$ cat config.mk
export PLATFORM = sky130hd
export DESIGN_NAME = i2c_addr_seq
export DESIGN_NICKNAME = d
export VERILOG_FILES = /design/src/rtl/i2c_addr_seq_pkg.sv /design/src/rtl/i2c_addr_fmt.sv /design/src/rtl/i2c_addr_ctrl.sv /design/src/rtl/i2c_addr_seq.sv
export SDC_FILE = /design/constraint.sdc
export NUM_CORES = 1
export LEC_CHECK = 0
export BUFFER_PORTS_ARGS = -buffer_cell sky130_fd_sc_hd__buf_2
export CORE_MARGIN = 3
export CORE_UTILIZATION = 23
export CTS_CLUSTER_DIAMETER = 200
export DETAILED_ROUTE_END_ITERATION = 6
export HOLD_SLACK_MARGIN = 0.02
export REMOVE_ABC_BUFFERS = 1
export SYNTH_ARGS = -nofsm -noshare
export SYNTH_HDL_FRONTEND = slang
export SYNTH_SLANG_ARGS = --single-unit
$ cat constraint.sdc
create_clock -name clk -period 1.8 [get_ports clk]
set_input_delay 0.45 -clock clk [delete_from_list [all_inputs] [get_ports clk]]
set_output_delay 0.45 -clock clk [all_outputs]
set_load 0.01 [all_outputs]
$ cat src/rtl/i2c_addr_seq_pkg.sv
package i2c_addr_seq_pkg;

    localparam int ADDR_W   = 10;
    localparam int BYTE_W   = 8;
    localparam int MAX_SEQ  = 3;
    localparam int STEP_W   = $clog2(MAX_SEQ + 1);
    localparam logic [4:0] HDR_MARK = 5'b11110;

    typedef struct packed {
        logic [ADDR_W-1:0] addr;
        logic              rd;
        logic              ten;
        logic              hdr_only;
    } seq_cfg_t;

    typedef struct packed {
        logic [BYTE_W-1:0] data;
        logic              restart;
    } addr_byte_t;

    typedef enum logic {
        ST_IDLE = 1'b0,
        ST_SEND = 1'b1
    } seq_state_t;

    function automatic logic [BYTE_W-1:0] hdr_byte(logic [ADDR_W-1:0] a, logic dir);
        return {HDR_MARK, a[9], a[8], dir};
    endfunction

    function automatic logic [STEP_W-1:0] seq_len(seq_cfg_t c);
        if (!c.ten)             return STEP_W'(1);
        else if (!c.rd)         return STEP_W'(2);
        else if (c.hdr_only)    return STEP_W'(1);
        else                    return STEP_W'(3);
    endfunction

endpackage

$ cat src/rtl/i2c_addr_fmt.sv
module i2c_addr_fmt
    import i2c_addr_seq_pkg::*;
(
    input  seq_cfg_t          cfg,
    input  logic [STEP_W-1:0] step,
    output addr_byte_t        abyte,
    output logic              last
);
    logic [STEP_W-1:0] len;

    always_comb begin
        len           = seq_len(cfg);
        last          = (step == len - STEP_W'(1));
        abyte.restart = 1'b0;
        abyte.data    = '0;
        if (!cfg.ten) begin
            abyte.data = {cfg.addr[7:1], cfg.rd};
        end else if (cfg.rd && cfg.hdr_only) begin
            abyte.data = hdr_byte(cfg.addr, 1'b1);
        end else begin
            case (step)
                STEP_W'(0): abyte.data = hdr_byte(cfg.addr, 1'b0);
                STEP_W'(1): abyte.data = cfg.addr[7:0];
                default: begin
                    abyte.data    = hdr_byte(cfg.addr, 1'b1);
                    abyte.restart = 1'b1;
                end
            endcase
        end
    end
endmodule

$ cat src/rtl/i2c_addr_ctrl.sv
module i2c_addr_ctrl
    import i2c_addr_seq_pkg::*;
(
    input  logic              clk,
    input  logic              rst,
    input  seq_cfg_t          cfg_in,
    input  logic              start_req,
    input  logic              tx_done,
    input  logic              tx_nack,
    input  logic              last,
    output seq_cfg_t          cfg_q,
    output logic [STEP_W-1:0] step,
    output logic              busy,
    output logic              done,
    output logic              nack_flag,
    output logic              stop_req
);
    seq_state_t state;

    assign busy = (state == ST_SEND);

    always_ff @(posedge clk) begin
        if (rst) begin
            state     <= ST_IDLE;
            cfg_q     <= '0;
            step      <= '0;
            done      <= 1'b0;
            nack_flag <= 1'b0;
            stop_req  <= 1'b0;
        end else begin
            done     <= 1'b0;
            stop_req <= 1'b0;
            case (state)
                ST_IDLE: begin
                    if (start_req) begin
                        state     <= ST_SEND;
                        cfg_q     <= cfg_in;
                        step      <= '0;
                        nack_flag <= 1'b0;
                    end
                end
                ST_SEND: begin
                    if (tx_done) begin
                        if (tx_nack) begin
                            state     <= ST_IDLE;
                            nack_flag <= 1'b1;
                            stop_req  <= 1'b1;
                        end else if (last) begin
                            state <= ST_IDLE;
                            done  <= 1'b1;
                        end else begin
                            step <= step + STEP_W'(1);
                        end
                    end
                end
                default: state <= ST_IDLE;
            endcase
        end
    end


    cfg_hold_chk: assert property (@(posedge clk) disable iff (rst)
        (busy && $past(busy)) |-> $stable(cfg_q));


    done_cause_chk: assert property (@(posedge clk) disable iff (rst)
        done |-> ($past(busy) && $past(tx_done) && !$past(tx_nack)));


    stop_pulse_chk: assert property (@(posedge clk) disable iff (rst)
        stop_req |=> !stop_req);


    stop_flag_chk: assert property (@(posedge clk) disable iff (rst)
        stop_req |-> (nack_flag && !busy));


    idle_done_chk: assert property (@(posedge clk) disable iff (rst)
        (!busy && tx_done && !start_req) |=> (!busy && !done && !stop_req));
endmodule

$ cat src/rtl/i2c_addr_seq.sv
module i2c_addr_seq
    import i2c_addr_seq_pkg::*;
(
    input  logic                 clk,
    input  logic                 rst,
    input  logic [ADDR_W-1:0]    cfg_addr,
    input  logic                 cfg_rd,
    input  logic                 cfg_ten,
    input  logic                 cfg_hdr_only,
    input  logic                 start_req,
    input  logic                 tx_done,
    input  logic                 tx_nack,
    output logic                 tx_valid,
    output logic [BYTE_W-1:0]    tx_byte,
    output logic                 tx_first,
    output logic                 tx_restart,
    output logic                 busy,
    output logic                 done,
    output logic                 nack_flag,
    output logic                 stop_req
);
    seq_cfg_t          cfg_in;
    seq_cfg_t          cfg_q;
    logic [STEP_W-1:0] step;
    addr_byte_t        abyte;
    logic              last;

    assign cfg_in = '{addr: cfg_addr, rd: cfg_rd, ten: cfg_ten, hdr_only: cfg_hdr_only};

    i2c_addr_ctrl ctrl_i (
        .clk       (clk),
        .rst       (rst),
        .cfg_in    (cfg_in),
        .start_req (start_req),
        .tx_done   (tx_done),
        .tx_nack   (tx_nack),
        .last      (last),
        .cfg_q     (cfg_q),
        .step      (step),
        .busy      (busy),
        .done      (done),
        .nack_flag (nack_flag),
        .stop_req  (stop_req)
    );

    i2c_addr_fmt fmt_i (
        .cfg   (cfg_q),
        .step  (step),
        .abyte (abyte),
        .last  (last)
    );

    assign tx_valid   = busy;
    assign tx_byte    = busy ? abyte.data : '0;
    assign tx_first   = busy && (step == '0);
    assign tx_restart = busy && abyte.restart;


    restart_pos_chk: assert property (@(posedge clk) disable iff (rst)
        tx_restart |-> (tx_valid && !tx_first && cfg_q.ten && cfg_q.rd));


    valid_busy_chk: assert property (@(posedge clk) disable iff (rst)
        !busy |-> !tx_valid);


    accept_chk: assert property (@(posedge clk) disable iff (rst)
        (!busy && start_req) |=> (busy && tx_first));


    done_busy_chk: assert property (@(posedge clk) disable iff (rst)
        done |-> !busy);
endmodule

==> results of run 1 <==
## cell type report
| class | instances | area share |
|---|---|---|
| Multi-Input combinational cell | 84 | 0.426 |
| Sequential cell | 19 | 0.299 |
| Timing Repair Buffer | 40 | 0.183 |
| Tap cell | 48 | 0.0464 |
| Clock buffer | 3 | 0.0319 |
| Inverter | 2 | 0.00967 |
| Clock inverter | 1 | 0.00387 |
## cells by family (layout without fill, tap and decap cells)
| group | Yosys count | after routing | share of synthesized area |
|---|---|---|---|
| AND/OR/NAND/NOR | 53 | 53 | 0.284 |
| AO/OA/AOI/OAI | 27 | 27 | 0.203 |
| flip-flops | 19 | 19 | 0.423 |
| buffers and inverters | 8 | 46 | 0.0376 |
| adder cells (fa/ha/maj) | 2 | 2 | 0.0279 |
| multiplexers | 2 | 2 | 0.0237 |
## cells in the mapped netlist (2+ instances only)
master    count  area share
o21a_1        5       0.042
a21oi_1      13       0.072
dfxtp_1      19        0.42
nor2b_1       4       0.028
nor3_1        2       0.011
nor2_1        5       0.021
or3_1         2       0.014
nand2_1      30        0.13
inv_1         2      0.0084
a22oi_1       3       0.025
ha_1          2       0.028
nand2b_1      2       0.014
clkbuf_1      4       0.017
## final timing paths
check	startpoint	end	slack, ns	cells after the start
setup / recovery	ctrl_i.step[1]	tx_byte[2]	-0.23	7
hold / removal	tx_done	ctrl_i.busy	0.42	2
setup reg to reg	ctrl_i.cfg_q[1]	ctrl_i.step[0]	0.13	4
hold reg to reg	ctrl_i.cfg_q[7]	ctrl_i.cfg_q[7]	0.46	2
## per-stage QoR
stage	setup TNS, ns	std cells	worst slack [ns]	util
global placement	-0.0569	192	-0.0299	0.308
floorplan	0	105	0.0415	-
detailed placement	-0.105	192	-0.0601	0.308
finish	-1.48	197	-0.227	0.348
CTS	-1.84	197	-0.246	0.340
global route	-2.11	197	-0.309	0.348
## where the power goes
| group | total [W] | switching, W | internal, W |
|---|---|---|---|
| clock | 0.000296 | 0.000142 | 0.000154 |
| combinational | 0.000141 | 0.0000742 | 0.0000667 |
| sequential | 0.000461 | 0.0000205 | 0.000441 |
## metal layers
layer  global-route usage  routed length [um]  part of all wire  vias up
met5                    0                   0                 0        -
met4               0.0372                  23            0.0095        0
met3               0.0292                 194             0.080        2
met2                0.193                1130              0.47       24
met1                0.127                1070              0.44      388
li1                     -                   -                 -      458
## state kept, by name (all words and copies together), names as in the netlist
register and cells:
ctrl_i.busy 1, ctrl_i.cfg_q 13, ctrl_i.done 1, ctrl_i.nack_flag 1, ctrl_i.step 2, ctrl_i.stop_req 1
## repair_timing
item / in CTS / in global routing
buffers inserted: 1 / 0
setup endpoints to repair: 9 / 11
gates resized for setup: 16 / 9
pin swaps: 7 / 4
## layout by cell type, fill, tap and decap left out, types with 2 or more instances in the layout
cell type / Yosys / routed
a21oi_1: 13 / 13
a22oi_2: 0 / 2
buf_2: 0 / 30
buf_4: 1 / 7
buf_6: 0 / 3
clkbuf_8: 0 / 3
dfxtp_1: 19 / 16
dfxtp_2: 0 / 2
ha_4: 0 / 2
inv_4: 0 / 2
nand2_1: 30 / 29
nand2b_1: 2 / 2
nor2_1: 5 / 5
nor2b_1: 4 / 4
nor3_1: 2 / 2
o21a_1: 5 / 4
or3_1: 2 / 2
==> reports/metrics.cfg, run 1 <==
[outcome]
status=finished, violations left
violations=setup timing

[sta]
fmax_mhz=493
worstMarginPinSlew_ns=0.564
fin_crit_sh=1.13
fin_ws_ns=-0.227
finalSetupViolCount=9
final_hold_viol_count=0
finClkSkew_ns=0.00264
maxSlewViolCount=0
period_minus_slack_ns=2.03
whs_ns=0.425
slew_headroom=0.624
rsz0062_at_grt=yes

[global_routing]
grt_pass1_wl_um=3820
grt_max_degree=22
overflow=0
grt_pass1_vias=866
grt_antenna_before_repair=0
grt_use_total=0.110

[floorplanning]
start_util=0.242
dieArea_mm2=0.00469
rows=22
die_x_um=68.5
core-area_mm2=0.00372
io_pins=33
die_h_um=68.5

[pwr]
total_power_w=0.000898
p_leak_nw=0.528
powerDensity_mw_per_mm2=694
ir_worst_vdd_mv=0.264

[place]
gp_congestion=0.757
io_buffers=32
dp_hpwl_um=1660
placed_cell_area_mm2=0.00114

[setup_path]
critPathKind=register to output pin
crit_chain=inv_4 -> ha_4 -> a21bo_4 -> o21a_4 -> a22oi_2 -> nor2b_1 -> buf_2
required_ns=1.35
cp_num_buf_inv=2
slowest_delay_ns=0.34
slowest_stage=dfxtp_2
critPathTopFamily=compound AO/OA/AOI/OAI gates
cp-start-kind=register
cp-end-kind=output pin
path_max_fanout=6
critPathArrivalTime_ns=1.58

[synthesis]
synthFlopType=dfxtp_1
ys_ff_latch=19
synth_cell_type_count=31
yosysWarningCount=0
synth_seq_area_share=0.423
syn_area_per_cell_um2=8.09
async_reset_ff_frac=0
synth_edf_count=0
synthCells=111
synth_area_um2=898

[layout]
area_delta_synth_final_pct=44.0
final_area_mm2=0.00129
seq_area_um2=387
antennaDiodeCount=0
final_nets=170
fillers=408
multiInputGateArea_um2=552
layout-drive-gt1-share=0.409

[detailed_routing]
drt_wl_total_um=2420
drt_first_pass_iters=4
routed_via_density=4.43
ant_nets=0
wire_per_inst_um=12.3
drt_iter0_drc=19
dr_total_vias=872
drcViolationCount=0

[clocking]
clk_pin_slew_ns=0.07
cts_sinks=19
cts_made_buffers=3
clockBufferDepth=2
clock_tree.htree_level_count=1
insertion_delay_ns=0.26
cts_tree=built
clock-root-buffer=clkbuf_8
hold_buffers=0

[min_path]
worstHoldPathType=input port to register

[flow_run]
max_cap_viol_count=0

No activity file was read; power rests on OpenSTA's default activity.
==> run 2: changes to the inputs <==
- RECOVER_POWER: not set -> 100
==> run 2 against run 1 <==
  * The run still ends with setup timing left
  * Sequential cell count is the same
  * Critical path depth did not move
  * Via count grew 1.7%
  * Die area unchanged
  * Cell count unchanged
  * Power decreased by 0.31%
  * Critical path type unchanged
  * Largest power group unchanged
==> reports/metrics.cfg, run 2 (synthesis gave the netlist of run 1 again) <==
[sta]
rsz0062_at_grt=yes  ; unchanged
fin_tns_setup_ns=-1.69  ; was -1.48 ns
fin_ws_ns=-0.228  ; was -0.227 ns
final_hold_viol_count=0  ; unchanged
slew_headroom=0.626  ; was 0.624
whs_ns=0.418  ; was 0.425 ns
fin_crit_sh=1.13  ; about the same
fmax_mhz=493  ; about the same
maxSlewViolCount=0  ; unchanged
finalSetupViolCount=10  ; was 9
worstMarginPinSlew_ns=0.561  ; was 0.564 ns
finClkSkew_ns=0.00279  ; was 0.00264 ns
period_minus_slack_ns=2.03  ; about the same

[clocking]
clk_pin_slew_ns=0.07  ; about the same
clock-root-buffer=clkbuf_8  ; unchanged
hold_buffers=0  ; unchanged
cts_made_buffers=3  ; unchanged
insertion_delay_ns=0.26  ; about the same
cts_tree=built  ; unchanged
clockBufferDepth=2  ; unchanged
clock_tree.htree_level_count=1  ; unchanged
cts_sinks=19  ; unchanged

[layout]
area_delta_synth_final_pct=42.1  ; was 44.0%
final_nets=170  ; unchanged
fin_util=0.343  ; was 0.348
reg_top3=ctrl_i.cfg_q: 13 flops, ctrl_i.step: 2 flops  ; unchanged
layout_common_cells=nand2_1, buf_2, dfxtp_1  ; was buf_2, nand2_1, dfxtp_1
mostFrequentLayoutCell=nand2_1  ; was buf_2
final_cells=197  ; unchanged
antennaDiodeCount=0  ; unchanged
layout-drive-gt1-share=0.356  ; was 0.409
largest_reg_flops=13  ; unchanged
regMostFlops=ctrl_i.cfg_q  ; unchanged

[global_routing]
grt_antenna_before_repair=0  ; unchanged
grt_pass1_vias=866  ; unchanged
grt_use_total=0.110  ; unchanged
grt_pass1_wl_um=3820  ; unchanged
overflow=0  ; unchanged
grt_max_degree=22  ; unchanged

[setup_path]
required_ns=1.35  ; about the same
reg2regPathDepth=4  ; unchanged
regToRegStartpoint=ctrl_i.cfg_q[1]  ; unchanged
cp-start-kind=register  ; unchanged
path_max_fanout=6  ; unchanged
worstReg2RegEnd=ctrl_i.step[0]  ; unchanged
slowest_delay_ns=0.34  ; about the same
critPathTopFamily=compound AO/OA/AOI/OAI gates  ; unchanged
cp_num_buf_inv=2  ; unchanged
path_depth=7  ; unchanged
startpoint=ctrl_i.step[1]  ; unchanged
critPathKind=register to output pin  ; unchanged
critPathArrivalTime_ns=1.58  ; about the same
crit_chain=inv_4 -> ha_4 -> a21bo_4 -> o21a_4 -> a22oi_2 -> nor2b_1 -> buf_2  ; unchanged
cp-end-kind=output pin  ; unchanged
crit_end=tx_byte[2]  ; unchanged
rrSetupSlack_ns=-0.12  ; was 0.13 ns
slowest_stage=dfxtp_2  ; unchanged

[pwr]
p_sw_w=0.000238  ; was 0.000237 W
ir_worst_vdd_mv=0.265  ; was 0.264 mV
seqPwrFrac=0.515  ; was 0.513
p_leak_nw=0.503  ; was 0.528 nW
powerDensity_mw_per_mm2=702  ; was 694 mW/mm2
p_int_w=0.000658  ; was 0.000661 W
pwr-share-comb=0.154  ; was 0.157
pwr-share-clk=0.331  ; was 0.330
switching_share=0.265  ; was 0.264

[floorplanning]
io_pins=33  ; unchanged
die_x_um=68.5  ; unchanged
rows=22  ; unchanged
start_util=0.242  ; unchanged
core-area_mm2=0.00372  ; unchanged
dieArea_mm2=0.00469  ; unchanged
die_h_um=68.5  ; unchanged

[place]
placed_cells=192  ; unchanged
gp_congestion=0.757  ; unchanged
dp_worst_setup_slack_ns=-0.0601  ; unchanged
dp_hpwl_um=1660  ; unchanged
io_buffers=32  ; unchanged

[detailed_routing]
dr_total_vias=887  ; was 872
drcViolationCount=0  ; unchanged
wire_per_inst_um=12.4  ; was 12.3 um
drt-met1-wl_um=1060  ; was 1070 um
drt_wl_total_um=2430  ; was 2420 um
wl_met3_um=206  ; was 194 um
wl_met2_um=1150  ; was 1130 um
routed_via_density=4.50  ; was 4.43
top_layer_used=met4  ; unchanged
ant_nets=0  ; unchanged
drt_first_pass_iters=4  ; unchanged
drt_iter0_drc=18  ; was 19

[outcome]
status=finished, violations left  ; unchanged
violations=setup timing  ; unchanged

[min_path]
worstHoldPathType=input port to register  ; unchanged

[flow_run]
max_cap_viol_count=0  ; unchanged

-- run 2: cell types whose count changed in the layout (fill, tap and decap cells not counted) --
| cell | previous run | this run |
|---|---|---|
| clkbuf_1 | 0 | 6 |
| buf_2 | 30 | 25 |
| buf_4 | 7 | 6 |
| dfxtp_1 | 16 | 17 |
| dfxtp_2 | 2 | 1 |
| nor4_1 | 1 | 2 |
| nor4_2 | 1 | 0 |
-- run 2: metrics by stage --
stage,power (W),instance area [um2]
floorplan,0.000534,872
global placement,0.000602,1140
detailed placement,0.000603,1140
CTS,0.000908,1260
global route,0.000945,1280
finish,0.000895,1280
-- run 2: power groups by stage --
stage,Combinational [W],Clock [W],Sequential (W)
6_report,0.000138,0.000297,0.000461
5_1_grt,0.000157,0.000323,0.000465
4_1_cts,0.000141,0.000307,0.000460
3_5_place_dp,0.000134,0,0.000469
3_3_place_gp,0.000133,0,0.000469
2_1_floorplan,0.0000641,0,0.000470
-- run 2: worst min path at each step --
stage	cells after the start	to	from	slack, ns
2_1_floorplan	2	ctrl_i.cfg_q[6]	ctrl_i.cfg_q[6]	0.43
3_3_place_gp	2	ctrl_i.cfg_q[6]	ctrl_i.cfg_q[6]	0.44
3_5_place_dp	2	ctrl_i.cfg_q[6]	ctrl_i.cfg_q[6]	0.45
4_1_cts	2	ctrl_i.done	tx_nack	0.42
5_1_grt	2	ctrl_i.done	tx_nack	0.43
6_report	2	ctrl_i.done	tx_nack	0.42
-- run 2: layout make-up --
class | instances | area, um2
Clock buffer | 3 | 41.3
Fill cell | 409 | 2440
Tap cell | 48 | 60.1
Clock inverter | 1 | 5.00
Timing Repair Buffer | 40 | 226
Multi-Input combinational cell | 84 | 546
Sequential cell | 19 | 385
Inverter | 2 | 12.5
-- run 2: per-layer routing --
metal	up-vias	GRT usage
met5	-	0
met1	400	0.127
met2	26	0.193
met4	0	0.0372
li1	459	-
met3	2	0.0292
-- run 2: repair_timing --
item / 4_1_cts / 5_1_grt
setup endpoints to repair: 9 / 11
setup buffers: 1 / 0
gates resized for setup: 16 / 9
pin swaps: 7 / 4
==> run 3: changes to the inputs <==
- RECOVER_POWER: 100 -> not set
- clock period: 1.8 -> 1.92 ns (I/O delays scaled with it)
==> run 3 against run 2 <==
  * The run still ends with setup timing left
  * Combinational power hardly changed
  * Critical path depth did not move
  * Highest routed layer unchanged
  * Critical path type unchanged
  * Clock skew grew 0.0037 ns
  * First-iteration DRC count down 22%
  * Largest power group unchanged
  * Power is 5.4% lower
  * Largest cell class unchanged
  * Via count is 0.45% higher
  * Die area is the same
  * Sequential cell count stayed put
  * Utilization increased by 0.81 points
  * Worst setup slack better by 0.10 ns
==> reports/metrics.cfg, run 3 (synthesis gave the netlist of run 1 again) <==
[setup_path]
critPathArrivalTime_ns=1.57  ; was 1.58 ns
slowest_stage=dfxtp_2  ; unchanged
critPathKind=register to output pin  ; unchanged
slowest_delay_ns=0.34  ; about the same
cp-end-kind=output pin  ; unchanged
reg2regPathDepth=4  ; unchanged
rrSetupSlack_ns=0.15  ; was -0.12 ns
required_ns=1.44  ; was 1.35 ns
crit_chain=inv_4 -> ha_4 -> a21bo_4 -> o21a_4 -> a22oi_2 -> nor2b_1 -> buf_2  ; unchanged
path_max_fanout=6  ; unchanged
worstReg2RegEnd=ctrl_i.step[0]  ; unchanged
regToRegStartpoint=ctrl_i.cfg_q[1]  ; unchanged
cp-start-kind=register  ; unchanged

[sta]
finalSetupViolCount=8  ; was 10
fin_ws_ns=-0.127  ; was -0.228 ns
finClkSkew_ns=0.00647  ; was 0.00279 ns
final_hold_viol_count=0  ; unchanged
fin_crit_sh=1.07
period_minus_slack_ns=2.05
rsz0062_at_grt=yes  ; unchanged
worstMarginPinSlew_ns=0.413  ; was 0.561 ns
fin_tns_setup_ns=-0.751  ; was -1.69 ns
fmax_mhz=488
slew_headroom=0.724  ; was 0.626
maxSlewViolCount=0  ; unchanged

[detailed_routing]
drcViolationCount=0  ; unchanged
routed_via_density=4.43  ; was 4.50
drt_wl_total_um=2380  ; was 2430 um
wire_per_inst_um=11.9  ; was 12.4 um
dr_total_vias=891  ; was 887
drt_first_pass_iters=4  ; unchanged
drt_iter0_drc=14  ; was 18
ant_nets=0  ; unchanged

[global_routing]
overflow=0  ; unchanged
grt_use_total=0.108  ; was 0.110
grt_pass1_wl_um=3800  ; was 3820 um
grt_antenna_before_repair=0  ; unchanged
grt_pass1_vias=856  ; was 866
grt_max_degree=22  ; unchanged

[place]
dp_worst_setup_slack_ns=0.0312  ; was -0.0601 ns
gp_congestion=0.762  ; was 0.757
io_buffers=32  ; unchanged
placed_cell_area_mm2=0.00116  ; was 0.00114 mm2
dp_hpwl_um=1730  ; was 1660 um

[floorplanning]
die_x_um=68.5  ; unchanged
start_util=0.242  ; unchanged
rows=22  ; unchanged
io_pins=33  ; unchanged
die_h_um=68.5  ; unchanged
core-area_mm2=0.00372  ; unchanged
dieArea_mm2=0.00469  ; unchanged

[clocking]
clk_pin_slew_ns=0.08  ; was 0.07 ns
clockBufferDepth=2  ; unchanged
hold_buffers=0  ; unchanged
cts_sinks=19  ; unchanged
clock_tree.htree_level_count=1  ; unchanged
cts_tree=built  ; unchanged
cts_made_buffers=3  ; unchanged
insertion_delay_ns=0.26  ; about the same
clock-root-buffer=clkbuf_8  ; unchanged

[min_path]
min_to=ctrl_i.cfg_q[11]  ; was ctrl_i.done
min_path_cells=3  ; was 2
worstHoldPathType=input port to register  ; unchanged
worstHoldStart=cfg_addr[8]  ; was tx_nack

[layout]
final_area_mm2=0.00131  ; was 0.00128 mm2
mostFrequentLayoutCell=buf_2  ; was nand2_1
area_delta_synth_final_pct=45.4  ; was 42.1%
layout-drive-gt1-share=0.418  ; was 0.356
final_nets=174  ; was 170
layout_common_cells=buf_2, nand2_1, dfxtp_1  ; was nand2_1, buf_2, dfxtp_1
reg_top3=ctrl_i.cfg_q: 13 flops, ctrl_i.step: 2 flops  ; unchanged
largest_reg_flops=13  ; unchanged
antennaDiodeCount=0  ; unchanged
regMostFlops=ctrl_i.cfg_q  ; unchanged

[outcome]
violations=setup timing  ; unchanged
status=finished, violations left  ; unchanged

[pwr]
ir_worst_vdd_mv=0.211  ; was 0.265 mV
p_leak_nw=0.546  ; was 0.503 nW
powerDensity_mw_per_mm2=648  ; was 702 mW/mm2

[flow_run]
max_cap_viol_count=0  ; unchanged

run 3: cell count changes in the layout (fill, tap and decap cells not counted), sizes merged:
cell,previous run,this run
buf,34,44
clkbuf,9,3
run 3: worst max-delay path by stage:
stage	to	slack (ns)	startpoint
final	tx_byte[1]	-0.13	ctrl_i.step[1]
after detailed placement	tx_byte[1]	0.03	ctrl_i.step[1]
after global placement	tx_byte[1]	0.06	ctrl_i.step[1]
after global routing	tx_byte[1]	-0.21	ctrl_i.step[1]
after CTS	tx_byte[1]	-0.15	ctrl_i.step[1]
after floorplan	tx_byte[1]	0.13	ctrl_i.step[0]
run 3: final cells by class:
type | instances | area, um2
Sequential cell | 19 | 385
Multi-Input combinational cell | 84 | 551
Clock buffer | 3 | 41.3
Tap cell | 48 | 60.1
Inverter | 2 | 10.0
Fill cell | 411 | 2410
Timing Repair Buffer | 44 | 254
Clock inverter | 1 | 5.00
run 3: routing by layer:
| layer | global-route usage | share of wire | routed length, um |
|---|---|---|---|
| met2 | 0.190 | 0.48 | 1140 |
| met4 | 0.0223 | 0.0055 | 13 |
| met1 | 0.128 | 0.43 | 1030 |
| met5 | 0 | 0 | 0 |
| met3 | 0.0340 | 0.082 | 195 |
run 3: through the flow:
step,util,hold slack [ns],power [W],std cells
finish,0.352,0.451,0.000847,201
global route,0.352,0.453,0.000901,201
CTS,0.338,0.449,0.000855,198
detailed placement,0.312,0.447,0.000571,194
global placement,0.312,0.442,0.000570,194
floorplan,-,0.426,0.000500,105
run 3: report_power, final:
group | internal, W | switching, W
clock network | 0.000144 | 0.000136
registers | 0.000413 | 0.0000160
logic | 0.0000659 | 0.0000719
total | 0.000623 | 0.000224
run 3: critical path, delay by kind of cell (launching register included):
family | cells | cell delay (ns)
buffers and inverters | 2 | 0.19
adders and majority gates | 1 | 0.13
and+or+nand+nor | 1 | 0.06
AOI/OAI and AO/OA | 3 | 0.59
DFF | 1 | 0.34
run 3: what timing repair did:
item,CTS,global route
resized for setup,14,6
setup buffers,1,3
gates cloned,0,0
pin swaps,7,5
setup endpoints to repair,9,9
